$ cat src/rtl/sm3c_pkg.sv
package sm3c_pkg;

    localparam int WORD_W       = 32;
    localparam int NWORDS       = 8;
    localparam int STATE_W      = WORD_W * NWORDS;
    localparam int ROUNDS       = 64;
    localparam int CNT_W        = $clog2(ROUNDS);
    localparam int ROT_W        = $clog2(WORD_W);
    localparam int EARLY_ROUNDS = 16;

    localparam logic [WORD_W-1:0] T_EARLY = 32'h79cc4519;
    localparam logic [WORD_W-1:0] T_LATE  = 32'h7a879d8a;

    typedef logic [WORD_W-1:0] word_t;
    typedef logic [CNT_W-1:0]  rnd_t;

    typedef struct packed {
        word_t a;
        word_t b;
        word_t c;
        word_t d;
        word_t e;
        word_t f;
        word_t g;
        word_t h;
    } wstate_t;

    typedef enum logic [1:0] {
        ST_IDLE  = 2'd0,
        ST_ROUND = 2'd1,
        ST_FOLD  = 2'd2
    } phase_e;

    function automatic word_t rol(input word_t x, input int unsigned n);
        return (x << n) | (x >> (WORD_W - n));
    endfunction

    function automatic word_t p0(input word_t x);
        return x ^ rol(x, 9) ^ rol(x, 17);
    endfunction

endpackage

$ cat src/rtl/sm3c_kgen.sv
module sm3c_kgen
    import sm3c_pkg::*;
(
    input  rnd_t  rnd,
    output word_t k,
    output logic  late
);
    word_t base;

    always_comb begin
        late = (rnd >= rnd_t'(EARLY_ROUNDS));
        base = late ? T_LATE : T_EARLY;
        k    = rol(base, int'(rnd[ROT_W-1:0]));
    end
endmodule

$ cat src/rtl/sm3c_round.sv
module sm3c_round
    import sm3c_pkg::*;
(
    input  wstate_t cur,
    input  word_t   w,
    input  word_t   wp,
    input  word_t   k,
    input  logic    late,
    output wstate_t nxt
);
    word_t a12, ss1, ss2, ff, gg, tt1, tt2;

    always_comb begin
        a12 = rol(cur.a, 12);
        ss1 = rol(a12 + cur.e + k, 7);
        ss2 = ss1 ^ a12;
        if (late) begin
            ff = (cur.a & cur.b) | (cur.a & cur.c) | (cur.b & cur.c);
            gg = (cur.e & cur.f) | (~cur.e & cur.g);
        end else begin
            ff = cur.a ^ cur.b ^ cur.c;
            gg = cur.e ^ cur.f ^ cur.g;
        end
        tt1 = ff + cur.d + ss2 + wp;
        tt2 = gg + cur.h + ss1 + w;

        nxt.a = tt1;
        nxt.b = cur.a;
        nxt.c = rol(cur.b, 9);
        nxt.d = cur.c;
        nxt.e = p0(tt2);
        nxt.f = cur.e;
        nxt.g = rol(cur.f, 19);
        nxt.h = cur.g;
    end
endmodule

$ cat src/rtl/sm3c_engine.sv
module sm3c_engine
    import sm3c_pkg::*;
(
    input  logic               clk,
    input  logic               rst_n,
    input  logic               start,
    input  logic [STATE_W-1:0] cv_in,
    input  logic               msg_valid,
    input  logic [WORD_W-1:0]  msg_w,
    input  logic [WORD_W-1:0]  msg_wp,
    output logic               msg_ready,
    output logic [CNT_W-1:0]   round_idx,
    output logic               busy,
    output logic               done,
    output logic [STATE_W-1:0] cv_out
);
    phase_e  state_q, state_d;
    rnd_t    rnd_q;
    wstate_t work_q, chain_q, round_nxt;
    logic [STATE_W-1:0] work_flat, chain_flat, folded;
    logic [STATE_W-1:0] cv_out_q;
    logic    done_q;
    logic    load, fire, fold, last;
    word_t   k_cur;
    logic    late_cur;

    // state register
    always_ff @(posedge clk) begin
        if (!rst_n) state_q <= ST_IDLE;
        else        state_q <= state_d;
    end

    assign last = (rnd_q == rnd_t'(ROUNDS - 1));

    // next-state logic
    always_comb begin
        state_d = state_q;
        unique case (state_q)
            ST_IDLE:  if (start) state_d = ST_ROUND;
            ST_ROUND: if (fire && last) state_d = ST_FOLD;
            ST_FOLD:  state_d = ST_IDLE;
            default:  state_d = ST_IDLE;
        endcase
    end

    // outputs and datapath controls
    always_comb begin
        busy      = (state_q != ST_IDLE);
        msg_ready = (state_q == ST_ROUND);
        load      = (state_q == ST_IDLE) && start;
        fire      = (state_q == ST_ROUND) && msg_valid;
        fold      = (state_q == ST_FOLD);
    end

    sm3c_kgen u_kgen (
        .rnd  (rnd_q),
        .k    (k_cur),
        .late (late_cur)
    );

    sm3c_round u_round (
        .cur  (work_q),
        .w    (msg_w),
        .wp   (msg_wp),
        .k    (k_cur),
        .late (late_cur),
        .nxt  (round_nxt)
    );

    assign work_flat  = work_q;
    assign chain_flat = chain_q;

    // per-word feed-forward
    for (genvar i = 0; i < NWORDS; i++) begin : g_fold
        assign folded[i*WORD_W +: WORD_W] =
            work_flat[i*WORD_W +: WORD_W] ^ chain_flat[i*WORD_W +: WORD_W];
    end

    always_ff @(posedge clk) begin
        if (!rst_n) begin
            work_q   <= '0;
            chain_q  <= '0;
            rnd_q    <= '0;
            cv_out_q <= '0;
            done_q   <= 1'b0;
        end else begin
            done_q <= fold;
            if (load) begin
                work_q  <= cv_in;
                chain_q <= cv_in;
                rnd_q   <= '0;
            end else if (fire) begin
                work_q <= round_nxt;
                rnd_q  <= rnd_q + 1'b1;
            end
            if (fold) cv_out_q <= folded;
        end
    end

    assign done      = done_q;
    assign cv_out    = cv_out_q;
    assign round_idx = rnd_q;
endmodule

$ cat config.mk
export PLATFORM = sky130hd
export DESIGN_NAME = sm3c_engine
export DESIGN_NICKNAME = d
export VERILOG_FILES = /design/src/rtl/sm3c_pkg.sv /design/src/rtl/sm3c_kgen.sv /design/src/rtl/sm3c_round.sv /design/src/rtl/sm3c_engine.sv
export SDC_FILE = /design/constraint.sdc
export NUM_CORES = 2
export LEC_CHECK = 0
export BUFFER_PORTS_ARGS = -buffer_cell sky130_fd_sc_hd__buf_2
export CAP_MARGIN = 20
export CORE_UTILIZATION = 50
export CTS_BUF_LIST = sky130_fd_sc_hd__clkbuf_4 sky130_fd_sc_hd__clkbuf_8 sky130_fd_sc_hd__clkbuf_16
export CTS_CLUSTER_DIAMETER = 150
export DETAILED_ROUTE_END_ITERATION = 16
export MAX_ROUTING_LAYER = met4
export PLACE_DENSITY_LB_ADDON = 0.12
export SETUP_SLACK_MARGIN = 0.05
export SLEW_MARGIN = 15
export SYNTH_ARGS = -nofsm -noshare
export SYNTH_HDL_FRONTEND = slang
export SYNTH_SLANG_ARGS = --single-unit
$ cat constraint.sdc
create_clock -name clk -period 10.95 [get_ports clk]
set_input_delay 2.19 -clock clk [delete_from_list [all_inputs] [get_ports clk]]
set_output_delay 2.19 -clock clk [all_outputs]
set_load 0.01 [all_outputs]
# Word-level counts from Yosys, hierarchy flattened
# Cells that the tools add are included.
[word_totals]
mem_count = 0
inputBits = 324
rom_bits = 0
wordCells = 86
register_bits = 777
ram_bits = 0
out_inout_bits = 265
latchBits = 0
[classes]
n_bitwise = 32
magnitude_cmp = 1
div = 0
add_sub_neg = 10
eq_ne = 5
shifts = 2
n_reduce_logical = 8
mux = 8
mul = 0
[ops]
columns = ["op", "n"]
rows = [
  ["$mux W256", 2],
  ["$xor A32 B32 Y32", 15],
  ["$add A32 B32 Y32", 8],
  ["$and A32 B32 Y32", 5],
  ["$or A32 B32 Y32", 4],
  ["$mux W32", 2],
  ["$or A32 B9 Y32", 2],
  ["$not A32 Y32", 1],
  ["$or A32 B12 Y32", 1],
  ["$or A32 B17 Y32", 1],
  ["$or A32 B19 Y32", 1],
  ["$or A32 B7 Y32", 1],
  ["$shl A32 B5 Y32", 1],
  ["$shr A32 B32 Y32", 1],
  ["$mux W26", 1],
  ["$sub A6 B5 Y7 const A", 1],
  ["$add A6 B1 Y6 const B", 1],
  ["$eq A6 B6 Y1 const B", 1],
  ["$ge A6 B5 Y1 const B", 1],
  ["$mux W2", 2],
  ["$pmux W2 S2", 1],
  ["$reduce_bool A2 Y1", 2],
  ["$logic_and A1 B1 Y1", 3],
  ["$eq A2 B1 Y1 const B", 1],
  ["7 further kinds", 7],
]

# Longest topological paths before layout
[depth]
ltp_word = 13
ltp_mapped = 43
mapped_depth_nobuf = 39

# Hierarchy
# From an unflattened synthesis, not the netlist that was laid out.
[unflattened]
cells_unflattened = 5081
hier_area_um2 = 47116.4
[by_module_without_submodules]
columns = ["module", "n_inst", "cells_per_inst", "area_per_inst_um2", "seq_area_each_um2"]
rows = [
  ["sm3c_engine", 1, 3149, 31604.1, 15554.9],
  ["sm3c_round", 1, 1505, 12690.9, 0.0],
  ["sm3c_kgen", 1, 427, 2821.5, 0.0],
]

# Worst setup path after synthesis
# No wires, ideal clock.
[synth_timing]
kind = "flip-flop to flip-flop"
startpoint = "reg rnd_q[4], in the netlist round_idx[4]"
endpoint = "reg work_q (netlist bit work_flat[254])"
path_stages_with_launch = 40
synth_period_minus_slack_ps = 8596
arrival_time_ps = 8511
path_slack_ps = 2354
required_ps = 10864
path_buffers = 5
setup_time_ps = 86
path_cell_list = "dfxtp_1 -> buf_2 -> nor2_1 -> inv_2 -> clkbuf_1 -> clkbuf_1 -> clkbuf_1 -> ha_1 -> clkbuf_1 -> nor3_1 -> a21oi_1 -> nand2_1 -> o21ai_0 -> and2_1 -> a31oi_1 -> o22ai_1 -> fa_1 -> ha_1 -> [... 4 more ...] -> o32ai_1 -> o21ai_1 -> o221ai_1 -> o41ai_1 -> xnor2_1 -> xnor2_1 -> fa_1 -> ha_1 -> o21a_1 -> o21a_1 -> o2111ai_1 -> o221ai_1 -> a31oi_1 -> o21ai_1 -> o41ai_1 -> o21bai_1 -> mux2i_1 -> a211oi_1"
[synth_via]
elab_chain_len = 11
elab_cells_between_ends = 15
classes_between = "5 x add/sub; 1 x order compare; 2 x shift; 4 x mux; 3 x bitwise"
[synth_rtl]
columns = ["element", "line_no", "source"]
rows = [
  ["start, declared", "sm3c_engine.sv:18", "rnd_t rnd_q;"],
  ["start signal, assigned", "sm3c_engine.sv:94", "rnd_q <= rnd_q + 1'b1;"],
  ["$ge A6 B5 Y1", "sm3c_kgen.sv:11", "late = (rnd >= rnd_t'(EARLY_ROUNDS));"],
  ["$mux W26", "sm3c_kgen.sv:12", "base = late ? T_LATE : T_EARLY;"],
  ["$shr A32 B32 Y32 / $shl A32 B5 Y32 (equally long branches)", "sm3c_pkg.sv:35", "return (x << n) | (x >> (WORD_W - n));"],
  ["$or A32 B32 Y32", "sm3c_pkg.sv:35", ""],
  ["$add A32 B32 Y32", "sm3c_round.sv:15", "ss1 = rol(a12 + cur.e + k, 7);"],
  ["$or A32 B7 Y32", "sm3c_pkg.sv:35", ""],
  ["$xor A32 B32 Y32", "sm3c_round.sv:16", "ss2 = ss1 ^ a12;"],
  ["$add A32 B32 Y32 (*) (2 in a row)", "sm3c_round.sv:24", "tt1 = ff + cur.d + ss2 + wp;"],
  ["$mux W256 (*)", "sm3c_engine.sv:92", "end else if (fire) begin"],
  ["$mux W256 (*)", "sm3c_engine.sv:88", "if (load) begin"],
  ["end signal, assigned", "sm3c_engine.sv:89", "work_q <= cv_in;"],
  ["end signal, assigned", "sm3c_engine.sv:93", "work_q <= round_nxt;"],
  ["end, declared", "sm3c_engine.sv:19", "wstate_t work_q, chain_q, round_nxt;"],
]
# Mark *: on every way between the ends. The rest lies on a longest branch, timed or not. The select of a mux whose other input is x is not followed.
# A chain may end at the register's enable or synchronous reset.

# Worst setup path after layout
[layout_timing]
startpoint = "reg rnd_q[0], in the netlist round_idx[0]"
endpoint = "reg work_q (netlist bit work_flat[255])"
# The elaborated chain is that of the path after synthesis.

==> results.py <==
metrics = {
    "run_status": {
        "outcome": "finished, final reports clean",
    },
    "drt": {
        "highest_layer": "met4",
        "drt-initial-drc-count": 4850,
        "drt-vias-per-instance": 5.865,
        "wl_cell_um": 25.19,
        "num_vias": 41720,
        "drt_first_pass_iters": 6,
        "detailed_routed_wire_length_on_met3_um": 16960,
        "ant_nets": 0,
        "dr_wl_met2_um": 78360,
        "drt_drc_violations_left": 0,
        "drt-total-wl_um": 179200,
        "drt-met1-wl_um": 76690,
    },
    "global_routing": {
        "wire_length_of_the_first_global_routing_pass_um": 258600,
        "antenna_violations_before_repair": 22,
        "grt_remaining_overflow": 0,
        "grt_usage_pct": 40.43,
        "grt_max_degree": 232,
        "grt_pass1_vias": 37610,
    },
    "placed_design": {
        "finalWeightedCongestion": 1.005,
        "numPortBuffers": 588,
        "dpl_cell_area_um2": 47310,
        "place_hpwl_um": 137500,
        "placedCellCount": 6942,
    },
    "critical_path": {
        "critical-path-slowest-cell": "sky130_fd_sc_hd__fa_1",
        "critPathArrivalTime_ns": 9.85,
        "timing.critical_path.to_type": "register",
        "worst_path_dominant_cell_family": "compound AO/OA/AOI/OAI gates",
        "count_of_buffer_and_inverter_cells_on_the_critical_path": 4,
        "worst-r2r-cell-count": 38,
        "worst-r2r-setup-slack_ns": 1.64,
        "crit_path_frequent_cell": "sky130_fd_sc_hd__a21oi_1",
        "r2r-end": "work_flat[255]",
        "cp_data_required_time_ns": 11.48,
        "worstSetupStartpointType": "register",
        "crit_type": "reg -> reg",
        "worstReg2RegStart": "round_idx[0]",
        "worst_path_largest_cell_delay_ns": 0.47,
        "critical_path_peak_fanout": 26,
    },
    "timing": {
        "period_minus_slack_ns": 9.313,
        "fin_tns_setup_ns": 0,
        "worst_slew_pin_slew_ns": 1.225,
        "report.final.hold_viol_count": 0,
        "unrepaired_setup_endpoints_after_global_routing": "false",
        "setup_viol": 0,
        "final-max-slew-violation-count": 0,
        "max_slew_margin_vs_limit_pct": 18.31,
        "fmax_mhz": 107.4,
        "finalCritPeriodShare_pct": 85.05,
        "fin_skew_ns": 0.04396,
    },
    "synthesis": {
        "yosys_most_used_dff": "sky130_fd_sc_hd__dfxtp_1",
        "syn-instance-count": 5552,
        "postSynthNetCount": 6164,
        "synth_async_sr_flop_share_pct": 0,
        "post_synth_instance_area_um2": 43900,
        "synth-seq-area-share_pct": 35.43,
        "post_synth_edffs": 0,
        "ys_warn_count": 0,
        "post_synth_num_cell_types": 83,
        "postSynthRegisterBits": 777,
        "syn_area_per_cell_um2": 7.908,
    },
    "hold_path": {
        "worst_hold_path.endpoint": "chain_flat[139]",
        "min_path_cells": 2,
        "hp-start": "chain_flat[139]",
        "worstHoldPathType": "reg -> reg",
    },
    "cells_and_area": {
        "num-nets-final": 6484,
        "utilization_after_layout_pct": 57.84,
        "mostFrequentLayoutCells": "sky130_fd_sc_hd__nand2_1, sky130_fd_sc_hd__dfxtp_1, sky130_fd_sc_hd__buf_2",
        "final_layout_size_suffix_gt1_share_pct": 14.04,
        "area_growth_syn_to_layout_pct": 14.47,
        "final_design_area_no_fill_um2": 50260,
        "layout.cells.most_common": "sky130_fd_sc_hd__nand2_1",
        "layoutNonFillerInstCount": 7112,
    },
    "floorplan": {
        "row_count": 108,
        "die_w_um": 298.3,
        "dieArea_um2": 88990,
        "initial_utilization_pct": 50.53,
        "die-height_um": 298.3,
        "placeableCoreArea_um2": 86890,
        "ios": 589,
    },
    "cts": {
        "cts_resized": 0,
        "clock_tree.buffer_depth": 3,
        "clock_latency_ns": 0.68,
        "path_clk_slew_ns": 0.06,
        "tritoncts_clock_tree": "yes",
        "cts_made_buffers": 83,
        "clock_tree.root_cell": "sky130_fd_sc_hd__clkbuf_16",
        "cts_setup_buffers": 0,
        "postCtsHoldBufs": 0,
        "htree_levels": 3,
        "clock-sinks": 777,
    },
    "run": {
        "max-cap-violations": 0,
    },
}
[routing by layer]
metal	global-route usage [%]	vias to the layer above
met5	-	-
met4	14.19	0
met3	6.578	316
met2	58.85	2132
met1	56.50	20060
li1	-	19200
[metrics by stage]
| step | setup slack [ns] | hold WS [ns] |
|---|---|---|
| 2_1_floorplan | 2.354 | 0.4488 |
| 3_3_place_gp | 1.827 | 0.4537 |
| 3_5_place_dp | 1.823 | 0.4589 |
| 4_1_cts | 1.825 | 0.4669 |
| 5_1_grt | 1.079 | 0.4797 |
| 6_report | 1.637 | 0.4648 |
[area by class of cell]
type | count | area (µm²)
Fill cell | 8155 | 36630
Multi-Input combinational cell | 3970 | 25350
Sequential cell | 777 | 15550
Timing Repair Buffer | 652 | 3498
Clock buffer | 111 | 2399
Inverter | 388 | 1465
Tap cell | 1155 | 1445
Clock inverter | 44 | 506.7
Antenna cell | 15 | 37.54
[logic make-up after synthesis]
family | count (synthesis) | share of synthesized area [%]
xor+xnor | 447 | 9.060
fa+ha+maj | 291 | 11.49
buf+inv | 805 | 6.917
compound gates | 1383 | 19.48
mux | 71 | 1.624
simple gates | 1778 | 15.99
flops | 777 | 35.43
[sequential cells by signal, indices dropped and copies added (netlist names)]
register	count
chain_flat	256
cv_out	256
work_flat	256
round_idx	6
state_q	2
done	1
[cell usage after synthesis (10+ instances only)]
cell type                     n  share of area (%)
sky130_fd_sc_hd__nand2_1   1069                9.1
sky130_fd_sc_hd__dfxtp_1    777                 35
sky130_fd_sc_hd__a21oi_1    575                6.6
sky130_fd_sc_hd__nor2_1     513                4.4
sky130_fd_sc_hd__xnor2_1    393                7.8
sky130_fd_sc_hd__clkbuf_1   388                3.3
sky130_fd_sc_hd__inv_1      386                3.3
sky130_fd_sc_hd__a211oi_1   273                4.7
sky130_fd_sc_hd__fa_1       188                8.6
sky130_fd_sc_hd__o21ai_0    152                1.7
sky130_fd_sc_hd__a31oi_1    128                1.8
sky130_fd_sc_hd__ha_1       100                2.8
sky130_fd_sc_hd__mux2i_1     69                1.6
sky130_fd_sc_hd__nand3_1     68               0.78
sky130_fd_sc_hd__nor3_1      59               0.67
sky130_fd_sc_hd__xor2_1      49               0.98
sky130_fd_sc_hd__a311oi_1    38               0.76
sky130_fd_sc_hd__a21o_1      29               0.50
sky130_fd_sc_hd__o221ai_1    27               0.54
sky130_fd_sc_hd__buf_1       24               0.21
sky130_fd_sc_hd__o21ai_1     21               0.24
sky130_fd_sc_hd__o22ai_1     19               0.27
sky130_fd_sc_hd__o211ai_1    18               0.31
sky130_fd_sc_hd__o21a_1      12               0.21
sky130_fd_sc_hd__o21bai_1    11               0.19
sky130_fd_sc_hd__or3_1       11               0.16
sky130_fd_sc_hd__and2_1      10               0.14
[worst min-delay path: cells and delay by family, from the launching register on]
family / cells / cell delay (ns)
flip-flops: 1 / 0.31
AND/OR/NAND/NOR: 1 / 0.05
AO/OA/AOI/OAI: 1 / 0.05
[how the worst max path moves through the flow]
| stage | slack (ns) | depth (start not counted) | end | startpoint |
|---|---|---|---|---|
| global route | 1.08 | 36 | work_flat[254] | round_idx[0] |
| detailed placement | 1.82 | 38 | work_flat[255] | round_idx[0] |
| global placement | 1.83 | 36 | work_flat[255] | round_idx[0] |
| floorplan | 2.35 | 39 | work_flat[254] | round_idx[4] |
| finish | 1.64 | 38 | work_flat[255] | round_idx[0] |
| CTS | 1.83 | 38 | work_flat[255] | round_idx[0] |
Power is left out: the tool's default activity adds up to more than one toggle a clock period on the data nets, which glitch-free logic cannot reach.
